### config.mk
export PLATFORM = sky130hd
export DESIGN_NAME = thermo_watch
export DESIGN_NICKNAME = d
export VERILOG_FILES = /design/src/rtl/thermo_pkg.sv /design/src/rtl/thermo_seq.sv /design/src/rtl/thermo_chan.sv /design/src/rtl/thermo_watch.sv
export SDC_FILE = /design/constraint.sdc
export NUM_CORES = 1
export LEC_CHECK = 0
export BUFFER_PORTS_ARGS = -buffer_cell sky130_fd_sc_hd__clkbuf_2
export CAP_MARGIN = 10
export CORE_MARGIN = 4
export CORE_UTILIZATION = 45
export DETAILED_ROUTE_END_ITERATION = 8
export HOLD_SLACK_MARGIN = 0.06
export PLACE_DENSITY = 0.62
export SYNTH_ARGS = -nofsm -noshare
export SYNTH_HDL_FRONTEND = slang
export SYNTH_SLANG_ARGS = --single-unit
### constraint.sdc
create_clock -name clk -period 4.85 [get_ports clk]
set_clock_uncertainty 0.05 [all_clocks]
set_input_delay 0.97 -clock clk [delete_from_list [all_inputs] [get_ports clk]]
set_output_delay 0.97 -clock clk [all_outputs]
set_load 0.1 [all_outputs]
### src/rtl/thermo_pkg.sv
package thermo_pkg;

  // control bit positions
  localparam int CB_AUTO = 0;
  localparam int CB_SRC  = 4;
  localparam int CB_POL  = 8;
  localparam int CB_LO   = 12;

  // enable / pending bit positions
  localparam int PB_HI   = 0;
  localparam int PB_SHUT = 4;
  localparam int PB_RST  = 8;
  localparam int PB_LO   = 12;
  localparam int PB_EOC  = 16;

  typedef enum logic {SQ_WAIT = 1'b0, SQ_BUSY = 1'b1} seq_state_e;

  function automatic logic [31:0] ctrl_mask(input int n);
    logic [31:0] m;
    m = '0;
    m[CB_AUTO] = 1'b1;
    m[CB_POL]  = 1'b1;
    for (int i = 0; i < n; i++) begin
      m[CB_SRC + i] = 1'b1;
      m[CB_LO + i]  = 1'b1;
    end
    return m;
  endfunction

  function automatic logic [31:0] ie_mask(input int n);
    logic [31:0] m;
    m = '0;
    m[PB_EOC] = 1'b1;
    for (int i = 0; i < n; i++) begin
      m[PB_HI + i]   = 1'b1;
      m[PB_SHUT + i] = 1'b1;
      m[PB_RST + i]  = 1'b1;
      m[PB_LO + i]   = 1'b1;
    end
    return m;
  endfunction

  function automatic logic [31:0] irq_mask(input int n);
    logic [31:0] m;
    m = '0;
    m[PB_EOC] = 1'b1;
    for (int i = 0; i < n; i++) begin
      m[PB_HI + i] = 1'b1;
      m[PB_LO + i] = 1'b1;
    end
    return m;
  endfunction

endpackage

### src/rtl/thermo_seq.sv
module thermo_seq
  import thermo_pkg::*;
#(
  parameter int NCH = 2,
  parameter int PW  = 32,
  localparam int CHW = (NCH > 1) ? $clog2(NCH) : 1
) (
  input  logic           clk,
  input  logic           rst,
  input  logic           auto_en,
  input  logic [NCH-1:0] src_en,
  input  logic           hot_any,
  input  logic [PW-1:0]  per_norm,
  input  logic [PW-1:0]  per_hot,
  input  logic           adc_done,
  output logic           adc_start,
  output logic [CHW-1:0] adc_sel,
  output logic           samp_vld,
  output logic [CHW-1:0] samp_ch
);

  seq_state_e    st_q;
  logic [PW-1:0] cnt_q;
  logic [PW-1:0] per_sel, lim;
  logic          first_ok, next_ok;
  logic [CHW-1:0] first_ch, next_ch;

  assign per_sel = hot_any ? per_hot : per_norm;
  assign lim     = (per_sel == '0) ? '0 : per_sel - 1'b1;

  // lowest enabled channel, and lowest enabled channel above the current one
  always_comb begin
    first_ok = 1'b0;
    first_ch = '0;
    next_ok  = 1'b0;
    next_ch  = '0;
    for (int i = NCH - 1; i >= 0; i--) begin
      if (src_en[i]) begin
        first_ok = 1'b1;
        first_ch = CHW'(i);
        if (i > int'(adc_sel)) begin
          next_ok = 1'b1;
          next_ch = CHW'(i);
        end
      end
    end
  end

  assign samp_vld = (st_q == SQ_BUSY) && adc_done && !adc_start && auto_en;
  assign samp_ch  = adc_sel;

  always_ff @(posedge clk) begin
    if (rst || !auto_en) begin
      st_q      <= SQ_WAIT;
      cnt_q     <= '0;
      adc_start <= 1'b0;
      adc_sel   <= '0;
    end else begin
      adc_start <= 1'b0;
      case (st_q)
        SQ_WAIT: begin
          if (cnt_q >= lim) begin
            cnt_q <= '0;
            if (first_ok) begin
              adc_sel   <= first_ch;
              adc_start <= 1'b1;
              st_q      <= SQ_BUSY;
            end
          end else begin
            cnt_q <= cnt_q + 1'b1;
          end
        end
        SQ_BUSY: begin
          if (adc_done && !adc_start) begin
            if (next_ok) begin
              adc_sel   <= next_ch;
              adc_start <= 1'b1;
            end else begin
              st_q  <= SQ_WAIT;
              cnt_q <= '0;
            end
          end
        end
        default: st_q <= SQ_WAIT;
      endcase
    end
  end

endmodule

### src/rtl/thermo_chan.sv
module thermo_chan #(
  parameter int DW  = 12,
  parameter int DBW = 8
) (
  input  logic           clk,
  input  logic           rst,
  input  logic           clr,
  input  logic           samp,
  input  logic [DW-1:0]  code,
  input  logic [DW-1:0]  hi_thr,
  input  logic [DW-1:0]  sh_thr,
  input  logic [DW-1:0]  lo_thr,
  input  logic           lo_en,
  input  logic [DBW-1:0] db_hi,
  input  logic [DBW-1:0] db_sh,
  output logic [DW-1:0]  data_q,
  output logic           hi_evt,
  output logic           sh_evt,
  output logic           lo_evt,
  output logic           hot
);

  localparam logic [DBW-1:0] CNT_MAX = '1;

  logic [DBW-1:0] hi_cnt, sh_cnt, hi_inc, sh_inc;
  logic           over_hi, over_sh;

  assign over_hi = code >= hi_thr;
  assign over_sh = code >= sh_thr;
  assign hi_inc  = (hi_cnt == CNT_MAX) ? hi_cnt : hi_cnt + 1'b1;
  assign sh_inc  = (sh_cnt == CNT_MAX) ? sh_cnt : sh_cnt + 1'b1;

  always_ff @(posedge clk) begin
    if (rst)       data_q <= '0;
    else if (samp) data_q <= code;
  end

  always_ff @(posedge clk) begin
    if (rst || clr) begin
      hi_cnt <= '0;
      sh_cnt <= '0;
      hi_evt <= 1'b0;
      sh_evt <= 1'b0;
      lo_evt <= 1'b0;
      hot    <= 1'b0;
    end else begin
      hi_evt <= 1'b0;
      sh_evt <= 1'b0;
      lo_evt <= 1'b0;
      if (samp) begin
        hi_cnt <= over_hi ? hi_inc : '0;
        sh_cnt <= over_sh ? sh_inc : '0;
        hi_evt <= over_hi && (hi_inc >= db_hi);
        sh_evt <= over_sh && (sh_inc >= db_sh);
        lo_evt <= lo_en && (code <= lo_thr);
        hot    <= over_hi;
      end
    end
  end

endmodule

### src/rtl/thermo_watch.sv
module thermo_watch
  import thermo_pkg::*;
#(
  parameter int NCH = 2,
  parameter int DW  = 12,
  parameter int PW  = 32,
  parameter int DBW = 8,
  parameter int AW  = 4,
  parameter logic [PW-1:0]  PER_RST = 1875,
  parameter logic [DBW-1:0] DB_RST  = 4
) (
  input  logic                  clk,
  input  logic                  rst,
  input  logic                  reg_wr,
  input  logic [AW-1:0]         reg_addr,
  input  logic [31:0]           reg_wdata,
  output logic [31:0]           reg_rdata,
  output logic                  adc_start,
  output logic [$clog2(NCH)-1:0] adc_sel,
  input  logic                  adc_done,
  input  logic [DW-1:0]         adc_code,
  output logic                  irq,
  output logic                  shut_rst,
  output logic                  shut_pin
);

  localparam int CHW     = $clog2(NCH);
  localparam int A_CTRL  = 0;
  localparam int A_IE    = 1;
  localparam int A_PD    = 2;
  localparam int A_DATA  = 3;
  localparam int A_HI    = A_DATA + NCH;
  localparam int A_SHUT  = A_HI + NCH;
  localparam int A_LO    = A_SHUT + NCH;
  localparam int A_PNORM = A_LO + NCH;
  localparam int A_PHOT  = A_PNORM + 1;
  localparam int A_DBHI  = A_PHOT + 1;
  localparam int A_DBSH  = A_DBHI + 1;
  localparam logic [31:0] CTRL_M = ctrl_mask(NCH);
  localparam logic [31:0] IE_M   = ie_mask(NCH);
  localparam logic [31:0] IRQ_M  = irq_mask(NCH);

  logic [31:0]    ctrl_q, ie_q, pd_q, pd_set, pd_clr, rd_mux;
  logic [DW-1:0]  hi_thr [NCH];
  logic [DW-1:0]  sh_thr [NCH];
  logic [DW-1:0]  lo_thr [NCH];
  logic [DW-1:0]  data_w [NCH];
  logic [PW-1:0]  per_norm, per_hot;
  logic [DBW-1:0] db_hi, db_sh;
  logic [NCH-1:0] hi_evt, sh_evt, lo_evt, hot;
  logic           samp_vld, eoc_evt;
  logic [CHW-1:0] samp_ch;
  logic           gpio_act;

  // ---------------- register writes ----------------
  always_ff @(posedge clk) begin
    if (rst) begin
      ctrl_q   <= '0;
      ie_q     <= '0;
      per_norm <= PER_RST;
      per_hot  <= PER_RST;
      db_hi    <= DB_RST;
      db_sh    <= DB_RST;
      for (int c = 0; c < NCH; c++) begin
        hi_thr[c] <= '1;
        sh_thr[c] <= '1;
        lo_thr[c] <= '0;
      end
    end else if (reg_wr) begin
      if (reg_addr == AW'(A_CTRL))  ctrl_q   <= reg_wdata & CTRL_M;
      if (reg_addr == AW'(A_IE))    ie_q     <= reg_wdata & IE_M;
      if (reg_addr == AW'(A_PNORM)) per_norm <= reg_wdata[PW-1:0];
      if (reg_addr == AW'(A_PHOT))  per_hot  <= reg_wdata[PW-1:0];
      if (reg_addr == AW'(A_DBHI))  db_hi    <= reg_wdata[DBW-1:0];
      if (reg_addr == AW'(A_DBSH))  db_sh    <= reg_wdata[DBW-1:0];
      for (int c = 0; c < NCH; c++) begin
        if (reg_addr == AW'(A_HI + c))   hi_thr[c] <= reg_wdata[DW-1:0];
        if (reg_addr == AW'(A_SHUT + c)) sh_thr[c] <= reg_wdata[DW-1:0];
        if (reg_addr == AW'(A_LO + c))   lo_thr[c] <= reg_wdata[DW-1:0];
      end
    end
  end

  // ---------------- read port ----------------
  always_comb begin
    rd_mux = '0;
    if (reg_addr == AW'(A_CTRL))  rd_mux = ctrl_q;
    if (reg_addr == AW'(A_IE))    rd_mux = ie_q;
    if (reg_addr == AW'(A_PD))    rd_mux = pd_q;
    if (reg_addr == AW'(A_PNORM)) rd_mux = 32'(per_norm);
    if (reg_addr == AW'(A_PHOT))  rd_mux = 32'(per_hot);
    if (reg_addr == AW'(A_DBHI))  rd_mux = 32'(db_hi);
    if (reg_addr == AW'(A_DBSH))  rd_mux = 32'(db_sh);
    for (int c = 0; c < NCH; c++) begin
      if (reg_addr == AW'(A_DATA + c)) rd_mux = 32'(data_w[c]);
      if (reg_addr == AW'(A_HI + c))   rd_mux = 32'(hi_thr[c]);
      if (reg_addr == AW'(A_SHUT + c)) rd_mux = 32'(sh_thr[c]);
      if (reg_addr == AW'(A_LO + c))   rd_mux = 32'(lo_thr[c]);
    end
  end

  always_ff @(posedge clk) begin
    if (rst) reg_rdata <= '0;
    else     reg_rdata <= rd_mux;
  end

  // ---------------- sequencer and channels ----------------
  thermo_seq #(.NCH(NCH), .PW(PW)) u_seq (
    .clk      (clk),
    .rst      (rst),
    .auto_en  (ctrl_q[CB_AUTO]),
    .src_en   (ctrl_q[CB_SRC +: NCH]),
    .hot_any  (|hot),
    .per_norm (per_norm),
    .per_hot  (per_hot),
    .adc_done (adc_done),
    .adc_start(adc_start),
    .adc_sel  (adc_sel),
    .samp_vld (samp_vld),
    .samp_ch  (samp_ch)
  );

  for (genvar g = 0; g < NCH; g++) begin : g_ch
    thermo_chan #(.DW(DW), .DBW(DBW)) u_ch (
      .clk   (clk),
      .rst   (rst),
      .clr   (!ctrl_q[CB_AUTO]),
      .samp  (samp_vld && (samp_ch == CHW'(g))),
      .code  (adc_code),
      .hi_thr(hi_thr[g]),
      .sh_thr(sh_thr[g]),
      .lo_thr(lo_thr[g]),
      .lo_en (ctrl_q[CB_LO + g]),
      .db_hi (db_hi),
      .db_sh (db_sh),
      .data_q(data_w[g]),
      .hi_evt(hi_evt[g]),
      .sh_evt(sh_evt[g]),
      .lo_evt(lo_evt[g]),
      .hot   (hot[g])
    );
  end

  // ---------------- pending and outputs ----------------
  always_comb begin
    pd_set = '0;
    pd_set[PB_EOC] = eoc_evt;
    for (int c = 0; c < NCH; c++) begin
      pd_set[PB_HI + c]   = hi_evt[c];
      pd_set[PB_SHUT + c] = sh_evt[c];
      pd_set[PB_LO + c]   = lo_evt[c];
    end
    pd_clr = (reg_wr && reg_addr == AW'(A_PD)) ? reg_wdata : '0;
  end

  assign gpio_act = |(pd_q[PB_SHUT +: NCH] & ie_q[PB_SHUT +: NCH]);

  always_ff @(posedge clk) begin
    if (rst) begin
      eoc_evt  <= 1'b0;
      pd_q     <= '0;
      irq      <= 1'b0;
      shut_rst <= 1'b0;
      shut_pin <= 1'b1;
    end else begin
      eoc_evt  <= samp_vld;
      pd_q     <= (pd_q & ~pd_clr) | pd_set;
      irq      <= |(pd_q & ie_q & IRQ_M);
      shut_rst <= |(pd_q[PB_SHUT +: NCH] & ie_q[PB_RST +: NCH]);
      shut_pin <= ctrl_q[CB_POL] ? gpio_act : !gpio_act;
    end
  end

endmodule

Yosys cells after proc, flatten, opt, wreduce, memory -nomap -nowiden
Memory sizes are Yosys's and may differ from the RTL's.
Cells that the tools add are included.

storage, ports and cells
  flip-flop bits (word level) = 262
  bits in latches = 0
  bits in writable memories = 72
  memory bits (read-only) = 0
  input bits = 52
  output and inout bits = 37
  memories = 3

operators by class
  add/subtract/negate cells = 6
  $mul = 0
  divide/modulo/power cells = 0
  magnitude comparators = 12
  eq/ne operators = 23
  shifts and indexed selects = 0
  multiplexer cells = 80
  bitwise gates (word level) = 16
  reduce and logical (&&, ||, !) cells = 34

memory list
  name    words  width  read ports  clocked after Yosys merged registers in  write ports  RTL line            source
  hi_thr  2      12     2           0                                        2            thermo_watch.sv:44  logic [DW-1:0] hi_thr [NCH];
  lo_thr  2      12     2           0                                        2            thermo_watch.sv:46  logic [DW-1:0] lo_thr [NCH];
  sh_thr  2      12     2           0                                        2            thermo_watch.sv:45  logic [DW-1:0] sh_thr [NCH];

operator list
  cell                                                  count
  two-way mux 32 bit                                    10
  two-way mux 12 bit                                    16
  two-way mux 8 bit                                     8
  one-hot mux 32 bit (2 select lines)                   1
  greater-or-equal comparator 12 bit                    4
  two-way mux 1 bit                                     41
  adder 32 x 1 -> 32 bit (second input constant)        1
  adder 8 x 1 -> 8 bit (second input constant)          4
  bitwise AND 32 bit                                    1
  equality test 8 bit (second input constant)           4
  greater-or-equal comparator 32 bit                    1
  greater-or-equal comparator 8 bit                     4
  logical NOT 32 bit                                    1
  NOT 32 bit                                            1
  OR 32 x 17 -> 32 bit                                  1
  subtractor 32 x 1 -> 32 bit (second input constant)   1
  equality test 4 bit (second input constant)           7
  <= comparator 12 bit                                  2
  bitwise AND 17 bit                                    1
  equality test 4 x 3 -> 1 bit (second input constant)  4
  two-way mux 14 bit                                    1
  AND reduction 2 bit                                   7
  logical AND 1 bit                                     13
  OR reduction 11 bit                                   1
  other kinds (15)                                      36

Depth between registers and ports, before layout
  word-level depth = 16
  mapped depth = 20

Cells and area by module
Synthesis repeated with hierarchy kept, for this count alone.

unflattened totals
  cells, all modules = 2312
  area, all modules = 19397.4 µm²

by module, submodules not included
  module                      instances  cells an instance  area an instance (µm²)
  thermo_watch                1          1113               10080.9
  thermo_seq                  1          506                3724.8
  thermo_chan (g_ch[0].u_ch)  1          354                2817.7
  thermo_chan (g_ch[1].u_ch)  1          339                2773.9

Worst setup path after synthesis
No wires, ideal clock.

  kind = reg-to-reg
  start = register g_ch[0].u_ch.hot
  end = register u_seq.cnt_q[11]
  setup time = 95 ps
  data arrival time = 4523 ps
  required time = 4705 ps
  path slack = 182 ps
  cell stages (with the launch flop) = 21
  period minus slack after synthesis = 4668 ps
  cells stage by stage = dfxtp_1 > nor2_2 > buf_2 > buf_1 > mux2i_1 > ha_1 > o21ai_0 > nor3_1 > nand3b_1 > buf_2 > buf_4 > nand2_1 > ha_1 > a211oi_1 > o21ai_1 > a221o_1 > a221o_1 > nor2_2 > nand3_2 > buf_2 > o311ai_1

on the way
  word-level cells in the longest chain between the ends = 7

ends and longest elaborated chain
  item                                                                      RTL line             source
  start, declared                                                           thermo_chan.sv:20    output logic hot
  start signal, assigned                                                    thermo_chan.sv:56    hot <= over_hi;
  OR reduction 2 bit *                                                      thermo_watch.sv:113  .hot_any (|hot),
  two-way mux 32 bit *                                                      thermo_seq.sv:28     assign per_sel = hot_any ? per_hot : per_norm;
  subtractor 32 x 1 -> 32 bit / logical NOT 32 bit (equally long branches)  thermo_seq.sv:29     assign lim = (per_sel == '0) ? '0 : per_sel - 1'b1;
  two-way mux 32 bit *                                                      thermo_seq.sv:29
  greater-or-equal comparator 32 bit *                                      thermo_seq.sv:62     if (cnt_q >= lim) begin
  two-way mux 32 bit *                                                      thermo_seq.sv:62
  one-hot mux 32 bit (2 select lines) *                                     thermo_seq.sv:60     case (st_q)
  end signal, assigned                                                      thermo_seq.sv:70     cnt_q <= cnt_q + 1'b1;
  end, declared                                                             thermo_seq.sv:23     logic [PW-1:0] cnt_q;

Mark *: on every way between the ends. The rest lies on a longest branch, timed or not.
A chain may end at the register's enable or synchronous reset.

Final worst setup path
  start = register g_ch[0].u_ch.hot
  end = register u_seq.cnt_q[8]

The elaborated chain is that of the path after synthesis.

==> results.py <==
metrics = {
    "clock_tree": {
        "cts.sink_count": 334,
        "clk_pin_slew_ps": 60,
        "cts_tree": "done",
        "numCtsBuffers": 39,
        "cts_setup_buffers": 0,
        "clock_path_buffers": 3,
        "holdBufCountCts": 0,
        "clock_latency_ps": 570,
        "cts-root-buf": "clkbuf_16",
        "htree_levels": 2,
    },
    "detailed_routing": {
        "avgViaCountPerCell": 5.997,
        "detail-route-antenna-nets": 0,
        "wire_per_inst_um": 21.51,
        "drt-pass1-iter-count": 6,
        "wirelength_um": 60860,
        "detail_route.iter0.violations": 1649,
        "drc": 0,
        "num_vias": 16970,
    },
    "yosys": {
        "synthFlopType": "dfxtp_1",
        "synth_top_area_cell": "dfxtp_1",
        "ys_types": 79,
        "syn_inst": 2194,
        "synth_edf_count": 72,
        "synthArstFlopShare_pct": 0,
        "synth_top_area_share_pct": 28.31,
        "postSynthRegisterBits": 334,
        "synthesis.area_mm2": 0.01852,
        "ys_warn_count": 0,
        "synth_area_leaders": "dfxtp_1 (28%), edfxtp_1 (12%), ha_1 (9.6%)",
        "avgSynthCellArea_um2": 8.443,
        "synth_nets": 2388,
        "synth_seq_area_share_pct": 39.99,
    },
    "layout": {
        "syn_to_final_growth_pct": 12.91,
        "final_cells": 2829,
        "fin_nets": 2467,
        "final_util_pct": 51.34,
        "nFillCells": 3822,
        "diodes": 0,
        "drive_gt1_share_pct": 10.40,
    },
    "sta": {
        "finalSetupViolations": 0,
        "hold_viol": 0,
        "timing.final.crit_share_pct": 93.93,
        "slew_headroom_pct": 27.91,
        "max_clock_freq_mhz": 219.5,
        "fin_ws_ps": 294.3,
        "worst_pin_slew_ps": 1077,
        "holdWs_ps": 390.8,
        "period_needed_ps": 4556,
        "slew_violations": 0,
    },
    "min_path": {
        "min_path_type": "reg2reg",
        "min_from": "g_ch[0].u_ch.hi_evt$_SDFF_PP0_",
    },
    "critical_path": {
        "crit_path_max_fanout": 28,
        "crit_type": "reg2reg",
        "rr_startpoint": "g_ch[0].u_ch.hot$_SDFFE_PP0P_",
        "cp_slowest_cell": "a221o_1",
        "startpoint_type": "flip-flop",
        "endpoint_kind": "flip-flop",
        "critical_path_required_ps": 5270,
        "path_delay_family": "simple AND/OR/NAND/NOR gates",
        "arrival_ps": 4980,
        "crit_path_cell_trace": "nor2_4, buf_4, mux2i_1, and4bb_1, nand4_2, buf_4, nor3_1, xnor2_1, or2_1, ha_1, o21ai_0, o21ai_1, a31o_2, a221o_1, buf_4, nor3_4, buf_6, a21oi_1, mux2i_1",
        "crit_buf_inv": 4,
        "cp_common_cell": "buf_4",
        "critPathMaxStageDelay_ps": 410,
        "cp-startpoint": "g_ch[0].u_ch.hot$_SDFFE_PP0P_",
    },
    "placed_design": {
        "dp.final_hpwl_um": 44600,
        "detailedPlace.worstSlack_ps": 11.52,
        "portBuffers": 88,
        "placedCellCount": 2762,
        "gp_congestion": 0.8996,
    },
    "pwr": {
        "comb_power_share_pct": 9.3,
        "swShare_pct": 25.93,
        "p_leak_nw": 8.330,
        "p_int_mw": 4.709,
        "worst_ir_drop_vdd_mv": 0.2052,
        "clock_power_share_pct": 44.4,
        "power_switching_mw": 1.649,
        "seq_power_share_pct": 46.3,
        "pwr_density_cell_mw_per_mm2": 304.0,
    },
    "floorplanning": {
        "coreArea_mm2": 0.04074,
        "die-area_mm2": 0.04447,
        "num_io_pins": 89,
        "dieHeight_um": 210.9,
        "row_count": 74,
        "start_util_pct": 45.47,
        "die_x_um": 210.9,
    },
    "global_routing": {
        "use_met1_pct": 39.37,
        "grt_pass1_wl_um": 93400,
        "track_usage_pct": 26.53,
        "grt_use_met2_pct": 38.93,
        "use_met3_pct": 6.505,
        "grt-ovfl-total": 0,
        "grt-busiest-layer": "met1",
        "antenna_found_initial": 2,
        "grt_pass1_vias": 15870,
        "grt_max_degree": 96,
    },
    "flow_run": {
        "cap_violations": 0,
    },
    "status": {
        "status": "complete, no violations",
    },
}
-- synthesized netlist by cell type, types with 5 or more instances --
cell	n
inv_1	106
nand2_1	341
nand3b_1	18
buf_2	11
and3_1	19
edfxtp_1	72
o22ai_1	18
nand4_1	21
or3_1	21
mux2i_1	46
a22o_1	24
a211oi_1	12
a221o_1	7
o311ai_1	11
a221oi_1	18
mux2_2	5
a31oi_1	17
nor2b_1	23
and4_1	6
nor4_1	13
o211ai_1	19
clkbuf_1	92
a22oi_1	39
buf_1	8
nand2b_1	62
o21a_1	16
o21ai_0	95
xnor2_1	22
xor2_1	14
ha_1	142
a21oi_1	227
nor2_1	127
nand3_1	80
o31ai_1	10
nor3_1	39
dfxtp_1	262
a21o_1	23
and2_1	22
or2_2	7
o221ai_1	8
o21ai_1	7
-- power groups by stage --
| stage | logic [mW] | clock network (mW) | registers, mW |
|---|---|---|---|
| 6_report | 0.592 | 2.82 | 2.94 |
| 5_1_grt | 0.639 | 2.98 | 2.95 |
| 4_1_cts | 0.580 | 2.86 | 2.94 |
| 3_5_place_dp | 0.577 | 0 | 3.00 |
| 3_3_place_gp | 0.565 | 0 | 3.00 |
| 2_1_floorplan | 0.303 | 0 | 3.05 |
-- logic make-up (layout without fill, tap and decap cells) --
family / after synthesis / after routing / synth area share, %
XOR/XNOR: 36 / 36 / 1.702
adder cells (fa/ha/maj): 142 / 142 / 9.591
AO/OA/AOI/OAI: 586 / 586 / 19.89
AND/OR/NAND/NOR: 826 / 827 / 21.49
flip-flops: 334 / 334 / 39.99
multiplexers: 51 / 51 / 2.790
buffers and inverters: 219 / 321 / 4.552
-- sequential cells by signal, summed over array words and instances, names as in the netlist, 6 cells and up --
signal            flops
ie_q                  9
g_ch.u_ch.data_q     24
g_ch.u_ch.hi_cnt     16
g_ch.u_ch.sh_cnt     16
sh_thr               24
hi_thr               24
u_seq.cnt_q          32
ctrl_q                6
db_sh                 8
reg_rdata            32
lo_thr               24
db_hi                 8
per_norm             32
pd_q                 32
per_hot              32
-- worst reg2reg max path: stages (launching register included) --
cell,delay (ps)
dfxtp_1,370
nor2_4,270
buf_4,260
mux2i_1,260
and4bb_1,260
nand4_2,180
buf_4,220
nor3_1,210
xnor2_1,80
or2_1,220
ha_1,290
o21ai_0,180
o21ai_1,80
a31o_2,240
a221o_1,410
buf_4,190
nor3_4,180
buf_6,250
a21oi_1,110
mux2i_1,150
-- what timing repair did --
item,in CTS,in global routing
cloned,0,1
setup endpoints to repair,2,32
gates resized for setup,1,8
-- cell type report --
cell class / count / area [µm²] / share of cell area, %
inverters: 106 / 397.9 / 1.902
clock inverters: 9 / 75.07 / 0.3589
repair buffers: 150 / 932.1 / 4.457
flip-flops and latches: 334 / 7407 / 35.42
well taps: 532 / 665.6 / 3.183
clock buffers: 56 / 1110 / 5.306
multi-input cells: 1642 / 10330 / 49.38
-- path summary, 6_finish.rpt --
check | endpoint | slack (ps) | cells after the start
hold reg to reg | pd_q[0]$_SDFF_PP0_ | 390 | 2
hold / removal | pd_q[0]$_SDFF_PP0_ | 390 | 2
setup reg to reg | u_seq.cnt_q[8]$_SDFFE_PP0P_ | 290 | 19
setup / recovery | u_seq.cnt_q[8]$_SDFFE_PP0P_ | 290 | 19
-- metal layers --
| metal | wire (µm) | vias to the layer above |
|---|---|---|
| li1 | - | 8058 |
| met1 | 28160 | 8115 |
| met2 | 25770 | 699 |
| met3 | 5567 | 94 |
| met4 | 1367 | 0 |
| met5 | 0 | - |
-- per-stage QoR --
stage,total power [mW],setup TNS (ps),cell area (µm²)
after floorplan,3.349,0,18520
after global placement,3.563,0,19660
after detailed placement,3.577,0,19660
after CTS,6.377,0,20850
after global routing,6.564,-22.03,20920
final,6.358,0,20920
-- cell usage in the layout, fill, tap and decap left out, drive strengths merged, types with 24 or more instances in the layout --
master  count
edfxtp     72
nand3      82
ha        142
o21ai     102
mux2i      46
inv       107
dfxtp     262
nand2b     62
a21oi     227
buf        63
a22oi      39
a22o       24
nor2      129
nor3       42
nand2     341
clkbuf    143
Power figures use the tool's default switching activity.
